<file path="src/rtl/mdu_pkg.sv">
package mdu_pkg;
  localparam int unsigned OPC_W = 8;
  localparam logic [OPC_W-1:0] OPC_MUL = 8'h17;
  localparam logic [OPC_W-1:0] OPC_DIV = 8'h18;

  typedef enum logic [1:0] {
    ST_IDLE = 2'd0,
    ST_RUN  = 2'd1,
    ST_DONE = 2'd2
  } mdu_state_e;
endpackage

</file>
<file path="src/rtl/mdu_ctrl.sv">
module mdu_ctrl
  import mdu_pkg::*;
#(
  parameter int unsigned MUL_STEPS = 16,
  parameter int unsigned DIV_STEPS = 32
) (
  input  logic clk_i,
  input  logic rst_ni,
  input  logic go_i,
  input  logic go_div_i,
  input  logic go_skip_i,
  output logic busy_o,
  output logic done_o,
  output logic step_o
);
  localparam int unsigned MAX_STEPS = (DIV_STEPS > MUL_STEPS) ? DIV_STEPS : MUL_STEPS;
  localparam int unsigned CNT_W = $clog2(MAX_STEPS + 1);
  localparam logic [CNT_W-1:0] MUL_LAST = CNT_W'(MUL_STEPS - 1);
  localparam logic [CNT_W-1:0] DIV_LAST = CNT_W'(DIV_STEPS - 1);

  mdu_state_e state_q;
  logic [CNT_W-1:0] cnt_q;
  logic is_div_q;
  logic last;

  assign last   = is_div_q ? (cnt_q == DIV_LAST) : (cnt_q == MUL_LAST);
  assign busy_o = (state_q == ST_RUN);
  assign done_o = (state_q == ST_DONE);
  assign step_o = busy_o;

  always_ff @(posedge clk_i or negedge rst_ni) begin
    if (!rst_ni) begin
      state_q  <= ST_IDLE;
      cnt_q    <= '0;
      is_div_q <= 1'b0;
    end else begin
      unique case (state_q)
        ST_RUN: begin
          cnt_q <= cnt_q + 1'b1;
          if (last) state_q <= ST_DONE;
        end
        default: begin
          if (go_i) begin
            cnt_q    <= '0;
            is_div_q <= go_div_i;
            state_q  <= go_skip_i ? ST_DONE : ST_RUN;
          end else begin
            state_q <= ST_IDLE;
          end
        end
      endcase
    end
  end
endmodule

</file>
<file path="src/rtl/mdu_mul_dp.sv">
module mdu_mul_dp #(
  parameter int unsigned WORD_W = 16
) (
  input  logic              clk_i,
  input  logic              rst_ni,
  input  logic              load_i,
  input  logic              step_i,
  input  logic [WORD_W-1:0] a_i,
  input  logic [WORD_W-1:0] src_i,
  output logic [WORD_W-1:0] hi_o,
  output logic [WORD_W-1:0] lo_o
);
  localparam int unsigned SUM_W = WORD_W + 1;

  logic [WORD_W-1:0] hi_q, lo_q, mcand_q;
  logic [SUM_W-1:0]  sum;
  logic [SUM_W+WORD_W-1:0] cat;

  // add multiplicand when the current multiplier bit is set, then shift right
  assign sum = {1'b0, hi_q} + (lo_q[0] ? {1'b0, mcand_q} : '0);
  assign cat = {sum, lo_q};

  always_ff @(posedge clk_i or negedge rst_ni) begin
    if (!rst_ni) begin
      hi_q    <= '0;
      lo_q    <= '0;
      mcand_q <= '0;
    end else if (load_i) begin
      hi_q    <= '0;
      lo_q    <= a_i;
      mcand_q <= src_i;
    end else if (step_i) begin
      hi_q <= cat[SUM_W+WORD_W-1:WORD_W+1];
      lo_q <= cat[WORD_W:1];
    end
  end

  assign hi_o = hi_q;
  assign lo_o = lo_q;
endmodule

</file>
<file path="src/rtl/mdu_div_dp.sv">
module mdu_div_dp #(
  parameter int unsigned WORD_W = 16
) (
  input  logic                clk_i,
  input  logic                rst_ni,
  input  logic                load_i,
  input  logic                step_i,
  input  logic [WORD_W-1:0]   a_i,
  input  logic [WORD_W-1:0]   y_i,
  input  logic [WORD_W-1:0]   src_i,
  output logic [2*WORD_W-1:0] quot_o,
  output logic [WORD_W-1:0]   rem_o
);
  localparam int unsigned DW = 2 * WORD_W;

  logic [DW-1:0]     num_q;
  logic [WORD_W-1:0] rem_q, dvs_q;
  logic [WORD_W:0]   part, diff;
  logic              fits;

  // restoring step: bring down next dividend bit, subtract when it fits
  assign part = {rem_q, num_q[DW-1]};
  assign diff = part - {1'b0, dvs_q};
  assign fits = (part >= {1'b0, dvs_q});

  always_ff @(posedge clk_i or negedge rst_ni) begin
    if (!rst_ni) begin
      num_q <= '0;
      rem_q <= '0;
      dvs_q <= '0;
    end else if (load_i) begin
      num_q <= {y_i, a_i};
      rem_q <= '0;
      dvs_q <= src_i;
    end else if (step_i) begin
      num_q <= {num_q[DW-2:0], fits};
      rem_q <= fits ? diff[WORD_W-1:0] : part[WORD_W-1:0];
    end
  end

  assign quot_o = num_q;
  assign rem_o  = rem_q;
endmodule

</file>
<file path="src/rtl/mdu_seq.sv">
module mdu_seq
  import mdu_pkg::*;
#(
  parameter int unsigned WORD_W = 16
) (
  input  logic              clk_i,
  input  logic              rst_ni,
  input  logic              start_i,
  input  logic [7:0]        opcode_i,
  input  logic [WORD_W-1:0] a_i,
  input  logic [WORD_W-1:0] y_i,
  input  logic [WORD_W-1:0] src_i,
  output logic              busy_o,
  output logic              done_o,
  output logic [WORD_W-1:0] a_o,
  output logic [WORD_W-1:0] y_o,
  output logic              a_we_o,
  output logic              y_we_o,
  output logic              cv_we_o,
  output logic              carry_o,
  output logic              overflow_o,
  output logic              err_o,
  output logic              brk_o
);
  localparam int unsigned MUL_STEPS = WORD_W;
  localparam int unsigned DIV_STEPS = 2 * WORD_W;

  logic is_mul, is_div, go, skip, step;
  logic div_q, dz_q;
  logic [WORD_W-1:0]   p_hi, p_lo, rem;
  logic [2*WORD_W-1:0] quot;
  logic hi_nz;

  assign is_mul = (opcode_i == OPC_MUL);
  assign is_div = (opcode_i == OPC_DIV);
  assign go     = start_i && !busy_o && (is_mul || is_div);
  assign skip   = is_div && (src_i == '0);

  always_ff @(posedge clk_i or negedge rst_ni) begin
    if (!rst_ni) begin
      div_q <= 1'b0;
      dz_q  <= 1'b0;
    end else if (go) begin
      div_q <= is_div;
      dz_q  <= skip;
    end
  end

  mdu_ctrl #(.MUL_STEPS(MUL_STEPS), .DIV_STEPS(DIV_STEPS)) i_ctrl (
    .clk_i    (clk_i),
    .rst_ni   (rst_ni),
    .go_i     (go),
    .go_div_i (is_div),
    .go_skip_i(skip),
    .busy_o   (busy_o),
    .done_o   (done_o),
    .step_o   (step)
  );

  mdu_mul_dp #(.WORD_W(WORD_W)) i_mul (
    .clk_i (clk_i),
    .rst_ni(rst_ni),
    .load_i(go),
    .step_i(step && !div_q),
    .a_i   (a_i),
    .src_i (src_i),
    .hi_o  (p_hi),
    .lo_o  (p_lo)
  );

  mdu_div_dp #(.WORD_W(WORD_W)) i_div (
    .clk_i (clk_i),
    .rst_ni(rst_ni),
    .load_i(go),
    .step_i(step && div_q),
    .a_i   (a_i),
    .y_i   (y_i),
    .src_i (src_i),
    .quot_o(quot),
    .rem_o (rem)
  );

  assign hi_nz = (p_hi != '0);

  always_comb begin
    a_o        = '0;
    y_o        = '0;
    a_we_o     = 1'b0;
    y_we_o     = 1'b0;
    cv_we_o    = 1'b0;
    carry_o    = 1'b0;
    overflow_o = 1'b0;
    err_o      = 1'b0;
    brk_o      = 1'b0;
    if (done_o) begin
      if (!div_q) begin
        a_o        = p_lo;
        y_o        = p_hi;
        a_we_o     = 1'b1;
        y_we_o     = hi_nz;
        cv_we_o    = 1'b1;
        carry_o    = hi_nz;
        overflow_o = hi_nz;
      end else if (dz_q) begin
        err_o = 1'b1;
        brk_o = 1'b1;
      end else begin
        a_o    = quot[WORD_W-1:0];
        y_o    = rem;
        a_we_o = 1'b1;
        y_we_o = 1'b1;
      end
    end
  end
endmodule

</file>
<file path="config.mk">
export PLATFORM = sky130hd
export DESIGN_NAME = mdu_seq
export DESIGN_NICKNAME = d
export VERILOG_FILES = /design/src/rtl/mdu_pkg.sv /design/src/rtl/mdu_ctrl.sv /design/src/rtl/mdu_mul_dp.sv /design/src/rtl/mdu_div_dp.sv /design/src/rtl/mdu_seq.sv
export SDC_FILE = /design/constraint.sdc
export NUM_CORES = 1
export LEC_CHECK = 0
export BUFFER_PORTS_ARGS = -buffer_cell sky130_fd_sc_hd__buf_2
export CAP_MARGIN = 20
export CORE_MARGIN = 5
export CORE_UTILIZATION = 53
export CTS_CLUSTER_DIAMETER = 150
export DETAILED_ROUTE_END_ITERATION = 10
export HOLD_SLACK_MARGIN = 0.05
export PLACE_DENSITY_LB_ADDON = 0.25
export SLEW_MARGIN = 15
export SYNTH_ARGS = -nofsm -noshare
export SYNTH_HDL_FRONTEND = slang
export SYNTH_HIERARCHICAL = 1
export SYNTH_SLANG_ARGS = --single-unit
</file>
<file path="constraint.sdc">
create_clock -name clk_i -period 2.6 [get_ports clk_i]
set_input_delay 0.52 -clock clk_i [delete_from_list [all_inputs] [get_ports clk_i]]
set_output_delay 0.52 -clock clk_i [all_outputs]
set_load 0.1 [all_outputs]
</file>
Word-level counts from Yosys, hierarchy flattened
Index checks and enable logic that the tools add are counted.
Widths: inputs -> output; s select.

cells by class
  add/subtract/negate cells = 3
  order comparisons = 1
  equal/unequal tests = 7
  mux-type cells = 35
  bitwise gates (word level) = 1
  reduce and logical (&&, ||, !) cells = 14

operator list
  kind                 count
  $mux 16              14
  $mux 32              2
  $add 16x17->17       1
  $ge 17x16->1         1
  $eq 8x5->1 const B   2
  $logic_not 16->1     1
  $reduce_bool 16->1   1
  $sub 16x16->16       1
  $mux 1               13
  $mux 6               2
  $mux 2               4
  $add 6x1->6 const B  1
  $eq 6x4->1 const B   1
  $eq 6x5->1 const B   1
  $reduce_bool 2->1    3
  $logic_and 1x1->1    5
  $eq 2x1->1 const B   1
  $eq 2x2->1 const B   1
  $logic_not 1->1      2
  $ne 2x1->1 const B   1
  $reduce_and 2->1     1
  $logic_or 1x1->1     1
  $not 1->1            1

storage, ports and cells
  bits in registers = 107
  bits of input ports = 59

Depth between registers and ports, before layout
Gate-level depths: netlist (run 1).

  word-level depth = 6
  gate-level depth with buffers = 11
  mapped depth without buffers = 10

Modules after synthesis
The synthesis (run 1) kept the hierarchy.

modules (own cells, without submodules)
  module      times used  cells each  area an instance (um^2)  sequential area each (um^2)
  mdu_div_dp  1           396         3663.5                   1601.5
  mdu_mul_dp  1           288         2950.3                   1201.2
  mdu_seq     1           74          600.6                    50.0
  mdu_ctrl    1           46          490.5                    225.2

Worst setup path before layout (run 1)
No wires, ideal clock.

  kind = reg2out
  from = register i_ctrl.state_q[0]
  to = output port y_we_o
  data arrival time = 4.195 ns
  required time = 2.080 ns
  path slack = -2.115 ns
  cell stages (with the launch flop) = 4
  buffers on the path = 0
  cells stage by stage = dfrtp_1 > and2b_2 > a21boi_0 > o21a_1

on the way
  cells in the longest elaborated chain, start to end = 2

ends and longest elaborated chain
  item                      line            text
  start: declaration        mdu_ctrl.sv:21  mdu_state_e state_q;
  start signal: assignment  mdu_ctrl.sv:46  state_q <= go_skip_i ? ST_DONE : ST_RUN;
  $eq 2x2->1                mdu_ctrl.sv:28  assign done_o = (state_q == ST_DONE);
  net done_o                mdu_seq.sv:14   output logic done_o,
  $mux 1                    mdu_seq.sv:95   if (done_o) begin
  end: declaration          mdu_seq.sv:18   output logic y_we_o,

The timed path passes the listed nets, and every way through them passes these cells.

Worst setup path after layout (run 1)
  from = register i_div.rem_q[5] (netlist: i_div/rem_o[5])
  to = register i_div.rem_q[15] (netlist: i_div/rem_o[15])

on the way
  cells in the longest elaborated chain, start to end = 4

ends and longest elaborated chain
  item                                                   line                                text
  start: declaration                                     mdu_div_dp.sv:17                    logic [WORD_W-1:0] rem_q, dvs_q;
  start signal: assignment                               mdu_div_dp.sv:37                    rem_q <= fits ? diff[WORD_W-1:0] : part[WORD_W-1:0];
  $sub 16x16->16 / $ge 17x16->1 (equally long branches)  mdu_div_dp.sv:23, mdu_div_dp.sv:24
  $mux 16 (*)                                            mdu_div_dp.sv:37
  $mux 16 (*)                                            mdu_div_dp.sv:35                    end else if (step_i) begin
  $mux 16 (*)                                            mdu_div_dp.sv:31                    end else if (load_i) begin

Every way passes the cells marked *; elsewhere a longest branch is shown, timed or not. The select of a mux whose other input is x is not followed.
A chain may end at the register's enable or synchronous reset.

==> flow_summary_export.csv, run 1 <==
group,metric,value,unit
run,cap_viol_max_count,0,
cells_and_area,syn_to_final_growth,32.22,%
sta,fin_skew,0.01229,ns
cells_and_area,drive_gt1_share,31.58,%
route,vias_per_cell,6.121,
floorplanning,die_w,130.6,um
power,powerDensity,815.7,nW/um^2
global_routing,grt_max_degree,62,
global_routing,gr-total-overflow,0,
floorplanning,rows,44,
place,place_congestion,0.9687,
cells_and_area,fill_cells,1014,
floorplanning,start_util,53.62,%
setup_path,cp-end-kind,"register",
synth,syn_area_per_cell,9.583,um^2
setup_path,start_kind,"register",
synth,synth_top_area_share,39.95,%
sta,tightest_slew,0.6898,ns
route,vias,6966,
clock_tree,path_clk_slew,0.06,ns
run_status,status,"complete, but fails checks",
cells_and_area,post-route-util,70.90,%
setup_path,crit_fanout,6,
synth,synth_edf_count,0,
floorplanning,ios,100,
floorplanning,coreArea,14370,um^2
route,detail-route-antenna-nets,0,
clock_tree,ctsHoldBuffers,0,
setup_path,rr_startpoint,"i_div/rem_o[5]",
route,wirelength,21980,um
sta,slew_violations,0,
synth,syn_nets,898,
setup_path,critPathLaunch,"i_div/rem_o[5]",
synth,netlist_area,7705,um^2
power,vdd_ir_drop_max,0.0005593,V
setup_path,r2r_cells,10,
sta,slew_headroom,53.84,%
synth,netlist_instances,804,
sta,period_needed,2.633,ns
clock_tree,root_buffer,"clkbuf_16",
clock_tree,cts_tree,"yes",
route,dr.pass1.iters,5,
setup_path,r2r_end,"i_div/rem_o[15]",
power,leakage,4.349,nW
clock_tree,insertion_delay,0.42,ns
synth,ys_seq_elements,123,
synth,ys_top_cells_by_area,"dfrtp_1, mux2i_1, ha_1, o21ai_0, nand2_1",
clock_tree,cts_buffers,17,
setup_path,endpoint,"i_div/rem_o[15]",
sta,min_period_over_period,101.3,%
global_routing,grt_usage,26.19,%
floorplanning,fp.dieH,130.6,um
synth,yosys.cell_types.count,84,
sta,fmax,379.8,MHz
cells_and_area,layout.nets,1034,
place,port-buffer-count,99,
route,wl_per_cell,19.32,um
sta,fin_tns_setup,-0.03740,ns
sta,rsz0062_at_grt,"true",
synth,ys_seq_area_share,39.95,%
synth,ys.flop_type,"dfrtp_1",
route,drc,0,
clock_tree,numClockSinks,123,
synth,async_flop_share,100.0,%
place,dp_hpwl,15840,um
setup_path,critical_path_arrival,2.91,ns
sta,finalHoldViolations,0,
sta,setup_violations,3,
synth,yosys.area.top_type,"dfrtp_1",
min_path,hold_class,"input port to asynchronous set/reset pin",
sta,hold_slack,0.05940,ns
run_status,failed_checks,"negative setup slack",
floorplanning,die_area,17050,um^2
global_routing,antenna_found_initial,1,
global_routing,grt_pass1_wl,35340,um
synth,ys.warnings.count,6,
sta,setup_ws,-0.03312,ns
setup_path,rrSetupSlack,-0.03,ns
global_routing,grt_pass1_vias,6988,
clock_tree,ctsLongestPathBuffers,2,
clock_tree,htree_levels,4,
setup_path,crit_type,"register to register",
route,dr.first_iter.drc_count,663,
setup_path,cp.required,2.88,ns
placed cells by master, fill, tap and decap left out, drive strengths merged, types with 6 or more instances in the layout:
cell type,instances
nand3,17
a22o,32
or3,8
a21oi,29
nor2,37
nor2b,16
a211oi,9
inv,33
mux2i,61
ha,33
mux2,20
a311oi,6
o21ai,73
nor3,6
nand2,91
o21a,7
nand4,6
nor4,10
buf,163
and2,20
clkbuf,25
a21o,12
o211ai,9
nand2b,7
dfrtp,123
xnor2,11
flip-flops by register name (all words and copies together) (netlist names):
signal	flops
i_ctrl/state_q	2
i_mul/mcand_q	16
i_ctrl/cnt_q	6
i_div/dvs_q	16
div_q	1
i_div/quot_o	32
i_mul/lo_o	16
i_mul/hi_o	16
i_div/rem_o	16
i_ctrl/is_div_q	1
dz_q	1
power by group:
| part | total (mW) | switching [mW] | internal, mW |
|---|---|---|---|
| Clock | 2.46 | 0.878 | 1.58 |
| Sequential | 2.79 | 0.436 | 2.35 |
| Combinational | 3.06 | 1.67 | 1.39 |
layer usage:
layer | share of wire, % | routed length, um | vias up | GRT usage, %
met5 | 0 | 0 | - | 0
met4 | 2.2 | 483 | 0 | 8.469
met3 | 6.3 | 1381 | 38 | 5.203
met2 | 50 | 10890 | 257 | 43.23
met1 | 42 | 9231 | 3451 | 34.84
li1 | - | - | 3220 | -
how the worst min path moves through the flow:
stage | from | endpoint | cells past startpoint
floorplan | rst_ni | div_q | 0
global placement | i_mul/mcand_q[0] | i_mul/mcand_q[0] | 1
detailed placement | i_mul/mcand_q[15] | i_mul/mcand_q[15] | 1
CTS | rst_ni | i_mul/hi_o[10] | 1
global route | rst_ni | i_mul/hi_o[10] | 1
finish | rst_ni | i_mul/hi_o[10] | 1
through the flow:
step | area, um^2 | setup WS, ns | total power, mW | cells
final | 10190 | -0.03312 | 8.309 | 1138
after global routing | 10190 | -0.1184 | 8.770 | 1138
after CTS | 10050 | -0.04779 | 8.207 | 1136
after detailed placement | 9274 | -0.1064 | 5.653 | 1095
after global placement | 9274 | 0.03281 | 5.524 | 1095
after floorplan | 7839 | -0.1787 | 4.740 | 804
repair_timing:
| item | in CTS | in global routing |
|---|---|---|
| setup buffers | 8 | 0 |
| gates resized for setup | 14 | 24 |
| setup endpoints to repair | 40 | 34 |
| pin swaps | 13 | 10 |
| cloned | 1 | 1 |
layout make-up:
cell class	count	area (um^2)	area share, %
Clock buffer	22	474.2	4.655
Timing Repair Buffer	166	1603	15.73
Tap cell	184	230.2	2.260
Sequential cell	123	3079	30.23
Clock inverter	10	138.9	1.363
Inverter	32	120.1	1.179
Multi-Input combinational cell	600	4539	44.56
Antenna cell	1	2.502	0.02456
worst max-delay path, cell delays in order (launching register included):
cell and delay [ns]:
dfrtp_1 0.41, ha_4 0.30, nor2_4 0.03, or3_4 0.38
a31o_1 0.20, and2_4 0.14, o41a_1 0.39, buf_6 0.17
buf_6 0.13, a32oi_2 0.21, o31ai_1 0.13
Yosys cell counts (4+ instances only):
cell / instances
nor2_1: 37
a211oi_1: 9
a31oi_1: 5
a311oi_1: 6
nor2b_1: 15
xnor2_1: 11
a211o_1: 4
a21o_1: 11
dfrtp_1: 123
nor3_1: 6
o21a_1: 7
xor2_1: 4
nand2_1: 91
o211ai_1: 8
inv_1: 31
nand3b_1: 4
a22o_1: 32
clkbuf_1: 31
nor3b_1: 5
mux2i_1: 61
nor4_1: 10
o21ai_0: 73
a21oi_1: 27
buf_1: 7
and2_1: 19
nand4_1: 5
ha_1: 33
buf_4: 4
buf_6: 5
nand3_1: 17
or3_1: 7
mux2_2: 19
nand2b_1: 6
kinds of logic (layout without fill, tap and decap cells):
logic type	Yosys count	count (layout)	share of synthesized area, %
muxes	81	81	10.90
buffers and inverters	82	230	4.839
xor gates and xnor gates	15	15	1.705
other	0	1	0
adders and majority gates	35	35	5.879
and+or+nand+nor	243	244	16.17
DFF	123	123	39.95
AOI/OAI and AO/OA	225	225	20.56
(Power assumes the default switching activity.)
==> inputs of run 2 (changes only) <==
Settings changed: SKIP_CTS_REPAIR_TIMING from default to 1.
==> run 2 against run 1 <==
  * Power shrank 0.19%
  * Sequential cell count is the same
  * Critical path depth shrank 1
  * Clock skew grew 0.00056 ns
  * Largest cell class unchanged
  * The run still ends with negative setup slack left
  * First-iteration DRC count grew 5.1%
==> flow_summary_export.csv, run 2 (synthesis results as in run 1) <==
group,metric,value,unit
sta,slew_headroom,53.00,%
cells_and_area,fill_cells,1018,
place,dpl_cell_area,9274,um^2
route,dr.pass1.iters,6,
power,p_seq_share,33.7,%
floorplanning,die_w,130.6,um
floorplanning,coreArea,14370,um^2
cells_and_area,syn_to_final_growth,32.23,%
floorplanning,fp.dieH,130.6,um
clock_tree,htree_levels,4,
global_routing,gr-total-overflow,0,
route,detail-route-antenna-nets,0,
setup_path,rr_startpoint,"i_div/rem_o[7]",
clock_tree,ctsLongestPathBuffers,2,
power,vdd_ir_drop_max,0.0005618,V
power,leakage,4.346,nW
sta,finalHoldViolations,0,
route,drc,0,
power,p_sw_share,35.91,%
setup_path,critPathLaunch,"i_div/rem_o[7]",
global_routing,grt_pass1_wl,34820,um
power,switchingPower,2.979,mW
cells_and_area,final_cell_mix,"dfrtp_1, nand2_1, o21ai_0, buf_2, mux2i_1",
setup_path,crit_chain,"ha_4 -> nand2_2 -> or3_4 -> a31o_1 -> and2_4 -> o41a_1 -> buf_6 -> nor3b_4 -> nor4_2",
place,dp_slack,-0.1064,ns
power,clkPwrFrac,29.7,%
power,total_power,8.294,mW
global_routing,grt_pass1_vias,6937,
setup_path,critical_path_arrival,3.05,ns
setup_path,path_buf_inv,1,
sta,period_needed,2.763,ns
clock_tree,cts_tree,"yes",
setup_path,cp.required,2.88,ns
sta,setup_violations,10,
global_routing,antenna_found_initial,1,
setup_path,start_kind,"register",
route,vias,6995,
place,place_congestion,0.9687,
global_routing,grt_max_degree,62,
route,vias_per_cell,6.147,
route,wirelength,22030,um
clock_tree,cts_buffers,17,
clock_tree,path_clk_slew,0.06,ns
clock_tree,insertion_delay,0.42,ns
clock_tree,numClockSinks,123,
min_path,hold_class,"input port to asynchronous set/reset pin",
power,p_int,5.315,mW
setup_path,cp-end-kind,"register",
cells_and_area,stdcell_area,10190,um^2
sta,slew_violations,0,
setup_path,max_stage_delay,0.44,ns
sta,setup_ws,-0.1628,ns
floorplanning,ios,100,
floorplanning,start_util,53.62,%
cells_and_area,drive_gt1_share,31.58,%
place,dp_hpwl,15840,um
setup_path,cp_slowest_cell,"o41a_1",
setup_path,crit_type,"register to register",
floorplanning,rows,44,
run,cap_viol_max_count,0,
cells_and_area,layout.nets,1034,
run_status,status,"complete, but fails checks",
setup_path,critPathTopFamily,"simple AND/OR/NAND/NOR gates",
power,powerDensity,814.0,nW/um^2
sta,fin_skew,0.01285,ns
sta,fmax,362.0,MHz
cells_and_area,largest_reg_flops,32,
route,wl_per_cell,19.36,um
route,dr.first_iter.drc_count,697,
place,port-buffer-count,99,
setup_path,crit_fanout,7,
clock_tree,root_buffer,"clkbuf_16",
cells_and_area,final_common_cell,"dfrtp_1",
global_routing,grt_usage,25.77,%
sta,rsz0062_at_grt,"true",
power,comb_power_share,36.6,%
sta,min_period_over_period,106.3,%
sta,tightest_slew,0.7025,ns
run_status,failed_checks,"negative setup slack",
floorplanning,die_area,17050,um^2
[run 2: path summary, 6_finish.rpt]
check                                     to  slack, ns  depth (start not counted)
max in group asynchronous     i_mul/lo_o[12]       1.75                          2
min reg2reg                i_mul/mcand_q[15]       0.50                          1
max reg2reg                  i_div/rem_o[14]      -0.16                          9
max                          i_div/rem_o[14]      -0.16                          9
min in group clk_i          i_div/quot_o[25]       0.32                          3
min                           i_mul/hi_o[10]       0.06                          1
[run 2: area by class of cell]
class                      count  area (um^2)  share of cell area [%]
antenna                        1        2.502                 0.02456
multi-input combinational    600         4544                   44.60
clock buffer                  22        474.2                   4.654
clock inverter                10        138.9                   1.363
sequential                   123         3079                   30.22
inverter                      32        120.1                   1.179
timing repair buffer         166         1599                   15.69
tap                          184        230.2                   2.260
[run 2: metrics by stage]
| step | hold WS, ns | utilization, % | setup TNS, ns | std cells |
|---|---|---|---|---|
| 2_1_floorplan | 0.2244 | - | -0.2385 | 804 |
| 3_3_place_gp | 0.4814 | 64.54 | 0 | 1095 |
| 3_5_place_dp | 0.4925 | 64.54 | -0.2148 | 1095 |
| 4_1_cts | 0.05990 | 68.81 | -3.853 | 1127 |
| 5_1_grt | 0.08764 | 70.91 | -1.744 | 1138 |
| 6_report | 0.05989 | 70.91 | -0.5088 | 1138 |
[run 2: routing by layer]
| layer | routed length [um] | global-route usage [%] | up-vias |
|---|---|---|---|
| met4 | 461 | 8.409 | 0 |
| met3 | 1605 | 5.244 | 40 |
| li1 | - | - | 3216 |
| met5 | 0 | 0 | - |
| met2 | 10960 | 42.33 | 290 |
| met1 | 9005 | 34.34 | 3449 |
[run 2: power groups by stage]
stage	combinational [mW]	sequential, mW	clock (mW)
after detailed placement	2.86	2.79	0
final	3.04	2.80	2.46
after floorplan	2.07	2.67	0
after global routing	3.32	2.84	2.58
after global placement	2.76	2.76	0
after CTS	2.88	2.77	2.49
